===== src/rtl/nru_pkg.sv =====
package nru_pkg;
  parameter int unsigned NRU_WAYS  = 8;
  parameter int unsigned NRU_IDX_W = $clog2(NRU_WAYS);

  // Single-hot mask with bit idx set when en is high.
  function automatic logic [NRU_WAYS-1:0] way_mask(input logic en,
                                                   input logic [NRU_IDX_W-1:0] idx);
    logic [NRU_WAYS-1:0] m;
    m      = '0;
    m[idx] = en;
    return m;
  endfunction
endpackage


===== src/rtl/nru_used_bits.sv =====
module nru_used_bits
  import nru_pkg::*;
#(
  parameter int unsigned WAYS  = NRU_WAYS,
  localparam int unsigned IDX_W = $clog2(WAYS)
) (
  input  logic             clk,
  input  logic             rst_n,
  input  logic             access_en,
  input  logic [IDX_W-1:0] access_way,
  output logic [WAYS-1:0]  used_q,
  output logic             sat_evt
);
  logic [WAYS-1:0] touch_mask;
  logic [WAYS-1:0] merged;
  logic [WAYS-1:0] used_d;

  always_comb begin
    touch_mask             = '0;
    touch_mask[access_way] = access_en;
  end

  assign merged  = used_q | touch_mask;
  assign sat_evt = access_en && (&merged);
  assign used_d  = sat_evt ? touch_mask : merged;

  always_ff @(posedge clk) begin
    if (!rst_n) used_q <= '0;
    else        used_q <= used_d;
  end

  // accessed way is marked one cycle later
  a_r2_marks_access: assert property (@(posedge clk) disable iff (!rst_n)
    access_en |=> used_q[$past(access_way)]);

  // after a saturating access exactly one flag remains
  a_r3_single_after_wipe: assert property (@(posedge clk) disable iff (!rst_n)
    sat_evt |=> ($countones(used_q) == 1));

  // the field is never completely full
  a_r3_never_full: assert property (@(posedge clk) disable iff (!rst_n)
    !(&used_q));

  // no access, no change
  a_r7_hold_idle: assert property (@(posedge clk) disable iff (!rst_n)
    !access_en |=> $stable(used_q));
endmodule


===== src/rtl/nru_scan.sv =====
module nru_scan #(
  parameter int unsigned WAYS  = 8,
  localparam int unsigned IDX_W = $clog2(WAYS)
) (
  input  logic [WAYS-1:0]  used,
  input  logic [IDX_W-1:0] start,
  output logic [IDX_W-1:0] pick,
  output logic             any_free
);
  logic [WAYS-1:0]  rot_free;
  logic [IDX_W-1:0] offset;

  // Rotate so that bit 0 of rot_free corresponds to the start way.
  for (genvar g = 0; g < WAYS; g++) begin : g_rot
    logic [IDX_W-1:0] src;
    assign src         = start + IDX_W'(g);
    assign rot_free[g] = ~used[src];
  end

  always_comb begin
    offset = '0;
    for (int i = WAYS - 1; i >= 0; i--) begin
      if (rot_free[i]) offset = IDX_W'(i);
    end
  end

  assign any_free = |rot_free;
  assign pick     = start + offset;
endmodule


===== src/rtl/nru_selector.sv =====
module nru_selector
  import nru_pkg::*;
#(
  parameter int unsigned WAYS  = NRU_WAYS,
  localparam int unsigned IDX_W = $clog2(WAYS)
) (
  input  logic             clk,
  input  logic             rst_n,
  input  logic             access_en,
  input  logic [IDX_W-1:0] access_way,
  input  logic             victim_req,
  input  logic [IDX_W-1:0] scan_start,
  output logic [IDX_W-1:0] victim_way,
  output logic             victim_valid
);
  logic [WAYS-1:0]  used_q;
  logic             sat_evt;
  logic             any_free;
  logic [IDX_W-1:0] pick;

  nru_used_bits #(.WAYS(WAYS)) i_bits (
    .clk        (clk),
    .rst_n      (rst_n),
    .access_en  (access_en),
    .access_way (access_way),
    .used_q     (used_q),
    .sat_evt    (sat_evt)
  );

  // Scan reads the registered flags, so a same-cycle access is not seen.
  nru_scan #(.WAYS(WAYS)) i_scan (
    .used     (used_q),
    .start    (scan_start),
    .pick     (pick),
    .any_free (any_free)
  );

  assign victim_way   = pick;
  assign victim_valid = victim_req && any_free;

  // the chosen way is always an unmarked one
  a_r5_pick_is_free: assert property (@(posedge clk) disable iff (!rst_n)
    victim_req |-> !used_q[victim_way]);

  // a victim is offered on every request
  a_r8_valid_on_req: assert property (@(posedge clk) disable iff (!rst_n)
    victim_valid == victim_req);

  // a wipe keeps the accessed way marked
  a_r3_keeps_accessor: assert property (@(posedge clk) disable iff (!rst_n)
    sat_evt |=> used_q[$past(access_way)]);
endmodule


===== config.mk =====
export PLATFORM = sky130hd
export DESIGN_NAME = nru_selector
export DESIGN_NICKNAME = d
export VERILOG_FILES = /design/src/rtl/nru_pkg.sv /design/src/rtl/nru_used_bits.sv /design/src/rtl/nru_scan.sv /design/src/rtl/nru_selector.sv
export SDC_FILE = /design/constraint.sdc
export NUM_CORES = 1
export LEC_CHECK = 0
export ABC_CLOCK_PERIOD_IN_PS = 4100
export BUFFER_PORTS_ARGS = -buffer_cell sky130_fd_sc_hd__buf_2
export CELL_PAD_IN_SITES_DETAIL_PLACEMENT = 1
export CELL_PAD_IN_SITES_GLOBAL_PLACEMENT = 1
export CORE_MARGIN = 8
export CORE_UTILIZATION = 42
export CTS_BUF_LIST = sky130_fd_sc_hd__clkbuf_8
export CTS_CLUSTER_DIAMETER = 100
export DETAILED_ROUTE_END_ITERATION = 10
export HOLD_SLACK_MARGIN = 0.06
export PLACE_DENSITY = 0.8
export SLEW_MARGIN = 25
export SYNTH_ARGS = -nofsm -noshare
export SYNTH_HDL_FRONTEND = slang
export SYNTH_HIERARCHICAL = 1
export SYNTH_SLANG_ARGS = --single-unit

===== constraint.sdc =====
create_clock -name clk -period 4.1 [get_ports clk]
set_input_delay 0.615 -clock clk [delete_from_list [all_inputs] [get_ports clk]]
set_output_delay 0.615 -clock clk [all_outputs]
set_load 0.01 [all_outputs]

==> results.py, run 1 <==
metrics = {
    "synth": {
        "synthesis.nets": 146,
        "postSynthCellCount": 132,
        "synthesis.area_per_instance_um2": 9.28,
        "synth.yosys.warnings": 6,
        "synthesis.area_um2": 1220,
    },
    "clock_network": {
        "cts_root_buf": "sky130_fd_sc_hd__clkbuf_8",
        "clock-sinks": 8,
        "worstSkewPairLatency_ps": 220,
        "clk_path_buf_depth": 2,
        "cts-buffers-inserted": 3,
        "cts-hold-fix-buffers": 0,
        "clock_pin_slew_of_the_registers_on_the_worst_case_setup_and_hold_paths_ps": 40,
        "htree_num_levels": 1,
        "tritoncts": "done",
    },
    "pwr": {
        "vdd_drop_max_uv": 264,
        "p_per_area_nw_per_um2": 190,
        "leakage_uw": 0.000621,
    },
    "cells_and_area": {
        "area_growth_syn_to_layout_pct": 21.2,
        "max_reg_flops": 8,
        "multi_input_comb_area_um2": 1050,
        "top_regs": "i_bits/used_q x8",
        "final_net_count": 168,
        "final_area_um2": 1490,
        "final.fill_count": 330,
        "final_core_utilization_pct": 53.9,
        "antenna_cells": 0,
        "largest-register": "i_bits/used_q",
        "fraction_of_final_layout_cells_with_drive_strength_greater_than_1_pct": 36.2,
        "ff_latch_area_um2": 160,
    },
    "placed_design": {
        "gpl.final_weighted_congestion": 0.746,
        "port_buffers": 13,
        "detailed_place_hpwl_um": 2590,
        "detailed_place.area_um2": 1370,
    },
    "critical_path": {
        "crit_slowest_cell": "sky130_fd_sc_hd__fa_2",
        "timing.critical_path.fanout_max": 7,
        "critical_path_required_ps": 3480,
        "worstPathArrival_ps": 3490,
        "crit_path_max_incr_delay_ps": 510,
        "critical_path.cell_chain": "buf_8, inv_6, ha_4, mux2_4, mux4_2, a22oi_1, o31ai_1, a221oi_2, ha_2, inv_2, fa_2, inv_1, buf_2",
        "r2r_slack_ps": 2450,
        "worst-setup-path-type": "in -> out",
        "regToRegStartpoint": "i_bits/used_q[5]",
        "start_kind": "input port",
        "crit-reg2reg-capture": "i_bits/used_q[0]",
        "timing.reg2reg.worst_path_depth": 4,
        "kind_of_end_point_of_the_critical_path": "output port",
        "crit_path_start": "scan_start[1]",
    },
    "global_route": {
        "antenna_found_initial": 0,
        "grt_overflow_total": 0,
        "grt_usage_pct": 14.0,
        "via_count_of_the_first_global_routing_pass": 1275,
        "pin_count_of_the_biggest_net_entering_global_routing": 20,
        "first_pass_grt_wire_length_um": 5890,
    },
    "routing": {
        "detail_route.drc_violations": 0,
        "detail_route.iter0.violations": 47,
        "vias_per_cell": 6.30,
        "detail_route.wl_per_cell_um": 19.7,
        "routed_wirelength_um": 3600,
        "routed-via-count": 1153,
        "drt_first_pass_iters": 4,
        "route.antenna.remaining_nets": 0,
    },
    "sta": {
        "final_hold_viol_count": 0,
        "fin_crit_ps": 4110,
        "maxSlewHeadroom_pct": 71.9,
        "finalMaxSlewViolations": 0,
        "maxClockFrequency_ghz": 0.243,
        "finClkSkew_ps": 3.64,
        "min_period_over_period_pct": 100,
        "rsz_0062_raised_after_global_routing": "yes",
        "tightest_slew_ps": 420,
        "final_setup_violation_count": 1,
        "final.setup.worst_slack_ps": -7.94,
    },
    "die": {
        "effective_utilization_at_floorplan_pct": 44.4,
        "fp.coreArea_um2": 2760,
        "die_area_um2": 4900,
        "fp.dieH_um": 70.0,
        "die-width_um": 70.0,
        "row_count": 19,
        "design.portCount": 14,
    },
    "worst_hold_path": {
        "hold_class": "reg -> reg",
        "hold_path.startpoint": "i_bits/used_q[1]",
        "holdPathStages": 2,
        "worstHoldEndpoint": "i_bits/used_q[1]",
    },
    "run": {
        "cap_viol_max_count": 0,
    },
    "status": {
        "violations": "setup timing",
        "outcome": "complete, but fails checks",
    },
}
==> per-stage QoR <==
stage | setup TNS, ps | worst slack [ps] | total power (µW) | hold WS (ps) | std cells
2_1_floorplan | 0 | 12.5 | 156 | 572 | 132
3_3_place_gp | -180 | -115 | 176 | 660 | 177
3_5_place_dp | -399 | -224 | 181 | 656 | 177
4_1_cts | 0 | 51.8 | 277 | 666 | 180
5_1_grt | -269 | -138 | 301 | 716 | 183
6_report | -7.94 | -7.94 | 282 | 679 | 183
==> layer usage <==
layer / GRT usage [%] / routed length (µm)
met5: 0 / 0
met2: 27.1 / 2010
met3: 2.12 / 56
met1: 15.0 / 1460
met4: 4.24 / 76
==> cell type report <==
class | count | area share (%)
multi-input combinational | 112 | 71.0
timing repair buffer | 23 | 10.8
sequential | 8 | 10.8
clock buffer | 3 | 2.78
tap | 31 | 2.61
inverter | 6 | 2.02
==> report_power, final <==
group          internal, µW  leakage (µW)  total (µW)  switching, µW
sequential             81.0     0.0000651        88.3           7.31
combinational          52.2      0.000534         103           50.9
clock                  63.3     0.0000216        90.8           27.5
==> placed cells by master (no fill, tap or decap), types with 4 or more instances in the layout <==
cell type	n
sky130_fd_sc_hd__a22oi_1	4
sky130_fd_sc_hd__a31oi_1	8
sky130_fd_sc_hd__buf_2	11
sky130_fd_sc_hd__buf_4	10
sky130_fd_sc_hd__dfxtp_1	8
sky130_fd_sc_hd__mux2_2	5
sky130_fd_sc_hd__mux2_4	5
sky130_fd_sc_hd__mux2i_1	7
sky130_fd_sc_hd__mux4_1	5
sky130_fd_sc_hd__mux4_2	4
sky130_fd_sc_hd__nand2_1	6
sky130_fd_sc_hd__nand2b_1	4
sky130_fd_sc_hd__nor2_1	18
sky130_fd_sc_hd__o21ai_0	12
==> worst max-delay path, delay by kind of cell <==
| kind | cells | cell delay, ps |
|---|---|---|
| adder cells (fa/ha/maj) | 3 | 1060 |
| multiplexers | 2 | 810 |
| AO/OA/AOI/OAI | 3 | 690 |
| buffers and inverters | 5 | 320 |
==> worst max-delay path by stage <==
stage / cells past startpoint / to
after floorplan: 14 / victim_way[1]
after global placement: 14 / victim_way[1]
after detailed placement: 15 / victim_way[1]
after CTS: 14 / victim_way[1]
after global routing: 14 / victim_way[1]
final: 13 / victim_way[1]
==> repair_timing <==
item	CTS	global route
buffers inserted	0	3
setup endpoints to repair	2	2
pin swaps	0	5
cloned	0	0
gates resized for setup	3	13
Power figures use the tool's default switching activity.
==> run 2: changes to the inputs <==
Settings changed: RECOVER_POWER set to 25.
==> results.py, run 2 (synthesis gave the netlist of run 1 again) <==
metrics = {
    "sta": {
        "final.setup.worst_slack_ps": -7.94,
        "setup_total_negative_slack_ps": -7.94,
        "min_period_over_period_pct": 100,
        "finalMaxSlewViolations": 0,
        "rsz_0062_raised_after_global_routing": "yes",
        "final_hold_viol_count": 0,
        "finClkSkew_ps": 3.63,
        "maxClockFrequency_ghz": 0.243,
        "maxSlewHeadroom_pct": 31.1,
        "tightest_slew_ps": 1030,
        "fin_crit_ps": 4110,
        "final_setup_violation_count": 1,
        "holdWs_ps": 681,
    },
    "pwr": {
        "p_per_area_nw_per_um2": 191,
        "vdd_drop_max_uv": 264,
        "leakage_uw": 0.000618,
    },
    "global_route": {
        "grt_usage_pct": 14.0,
        "grt_overflow_total": 0,
        "antenna_found_initial": 0,
        "pin_count_of_the_biggest_net_entering_global_routing": 20,
        "via_count_of_the_first_global_routing_pass": 1275,
        "first_pass_grt_wire_length_um": 5890,
    },
    "critical_path": {
        "crit_path_max_incr_delay_ps": 510,
        "kind_of_end_point_of_the_critical_path": "output port",
        "timing.reg2reg.worst_path_depth": 4,
        "critical_path.cell_chain": "buf_8, inv_6, ha_4, mux2_4, mux4_2, a22oi_1, o31ai_1, a221oi_2, ha_2, inv_2, fa_2, inv_1, buf_2",
        "crit_slowest_cell": "sky130_fd_sc_hd__fa_2",
        "r2r_slack_ps": 2030,
        "crit-reg2reg-capture": "i_bits/used_q[0]",
        "worstPathArrival_ps": 3490,
        "worst-setup-path-type": "in -> out",
        "regToRegStartpoint": "i_bits/used_q[5]",
        "timing.critical_path.fanout_max": 7,
        "critical_path_required_ps": 3480,
        "start_kind": "input port",
    },
    "clock_network": {
        "tritoncts": "done",
        "clock-sinks": 8,
        "clk_path_buf_depth": 2,
        "cts_root_buf": "sky130_fd_sc_hd__clkbuf_8",
        "worstSkewPairLatency_ps": 220,
        "clock_pin_slew_of_the_registers_on_the_worst_case_setup_and_hold_paths_ps": 40,
        "cts-buffers-inserted": 3,
        "htree_num_levels": 1,
    },
    "routing": {
        "detail_route.drc_violations": 0,
        "routed_wirelength_um": 3610,
        "route.antenna.remaining_nets": 0,
        "detail_route.iter0.violations": 48,
        "detail_route.wl_per_cell_um": 19.7,
        "drt_first_pass_iters": 4,
        "routed-via-count": 1154,
        "vias_per_cell": 6.31,
    },
    "die": {
        "die_area_um2": 4900,
        "row_count": 19,
        "design.portCount": 14,
        "fp.dieH_um": 70.0,
        "die-width_um": 70.0,
        "effective_utilization_at_floorplan_pct": 44.4,
        "fp.coreArea_um2": 2760,
    },
    "run": {
        "cap_viol_max_count": 0,
    },
    "placed_design": {
        "detailed_place_hpwl_um": 2590,
        "port_buffers": 13,
        "detailed_place.area_um2": 1370,
        "place_ws_ps": -224,
        "gpl.final_weighted_congestion": 0.746,
    },
    "cells_and_area": {
        "area_growth_syn_to_layout_pct": 20.1,
        "final_net_count": 168,
        "top_regs": "i_bits/used_q x8",
        "leading_cell_type_in_the_layout_fill_and_taps_excluded": "sky130_fd_sc_hd__nor2_1",
        "max_reg_flops": 8,
        "layout.cells.most_common_list": "sky130_fd_sc_hd__nor2_1 (18), sky130_fd_sc_hd__o21ai_0 (12), sky130_fd_sc_hd__buf_4 (10), sky130_fd_sc_hd__buf_2 (10)",
        "antenna_cells": 0,
        "final_area_um2": 1470,
        "final.fill_count": 331,
        "fraction_of_final_layout_cells_with_drive_strength_greater_than_1_pct": 34.9,
        "largest-register": "i_bits/used_q",
    },
    "worst_hold_path": {
        "hold_path.startpoint": "i_bits/used_q[6]",
        "worstHoldEndpoint": "i_bits/used_q[6]",
        "holdPathStages": 2,
        "hold_class": "reg -> reg",
    },
    "status": {
        "violations": "setup timing",
        "outcome": "complete, but fails checks",
    },
}
[run 2: changes by cell type in the layout (fill, tap and decap cells not counted)]
cell | before | now
sky130_fd_sc_hd__a211oi_4 | 1 | 0
sky130_fd_sc_hd__a211oi_1 | 0 | 1
sky130_fd_sc_hd__clkbuf_1 | 0 | 1
sky130_fd_sc_hd__buf_2 | 11 | 10
[run 2: timing repair]
action / in CTS / in global routing
hold endpoints to repair: 0 / 0
pin swaps: 0 / 5
cloned: 0 / 0
resized for setup: 3 / 13
buffers inserted: 0 / 3
setup endpoints to repair: 2 / 2
hold buffers: 0 / 0
[run 2: worst max path at each step]
stage	startpoint	to	slack, ps
3_3_place_gp	scan_start[0]	victim_way[1]	-120
2_1_floorplan	scan_start[0]	victim_way[1]	10
4_1_cts	scan_start[0]	victim_way[1]	50
3_5_place_dp	scan_start[0]	victim_way[1]	-220
5_1_grt	scan_start[1]	victim_way[1]	-140
6_report	scan_start[1]	victim_way[1]	-8
[run 2: power breakdown]
group	leakage (µW)	total, µW	internal (µW)	switching [µW]
clock network	0.0000216	90.4	63.3	27.1
logic	0.000531	103	52.0	50.5
registers	0.0000651	88.3	81.0	7.25
[run 2: per-layer routing]
| layer | GRT usage (%) | share of wire, % |
|---|---|---|
| met5 | 0 | 0 |
| met4 | 4.24 | 2.1 |
| met3 | 2.12 | 1.7 |
| met2 | 27.1 | 56 |
| met1 | 15.0 | 40 |
[run 2: worst max-delay path: cells and delay by family]
family	cells	cell delay (ps)
buffers and inverters	5	320
AO/OA/AOI/OAI	3	690
adder cells (fa/ha/maj)	3	1060
multiplexers	2	810
[run 2: area by class of cell]
cell class	count	area (µm²)	share of cell area, %
Clock buffer	3	41.3	2.81
Tap cell	31	38.8	2.64
Sequential cell	8	160	10.9
Inverter	6	30.0	2.04
Timing Repair Buffer	23	159	10.8
Multi-Input combinational cell	112	1040	70.8
[run 2: stage by stage]
| step | utilization, % | std cells | total power, µW |
|---|---|---|---|
| global placement | 49.5 | 177 | 176 |
| detailed placement | 49.5 | 177 | 181 |
| CTS | 51.7 | 180 | 277 |
| global route | 53.4 | 183 | 301 |
| finish | 53.4 | 183 | 281 |
| floorplan | - | 132 | 156 |
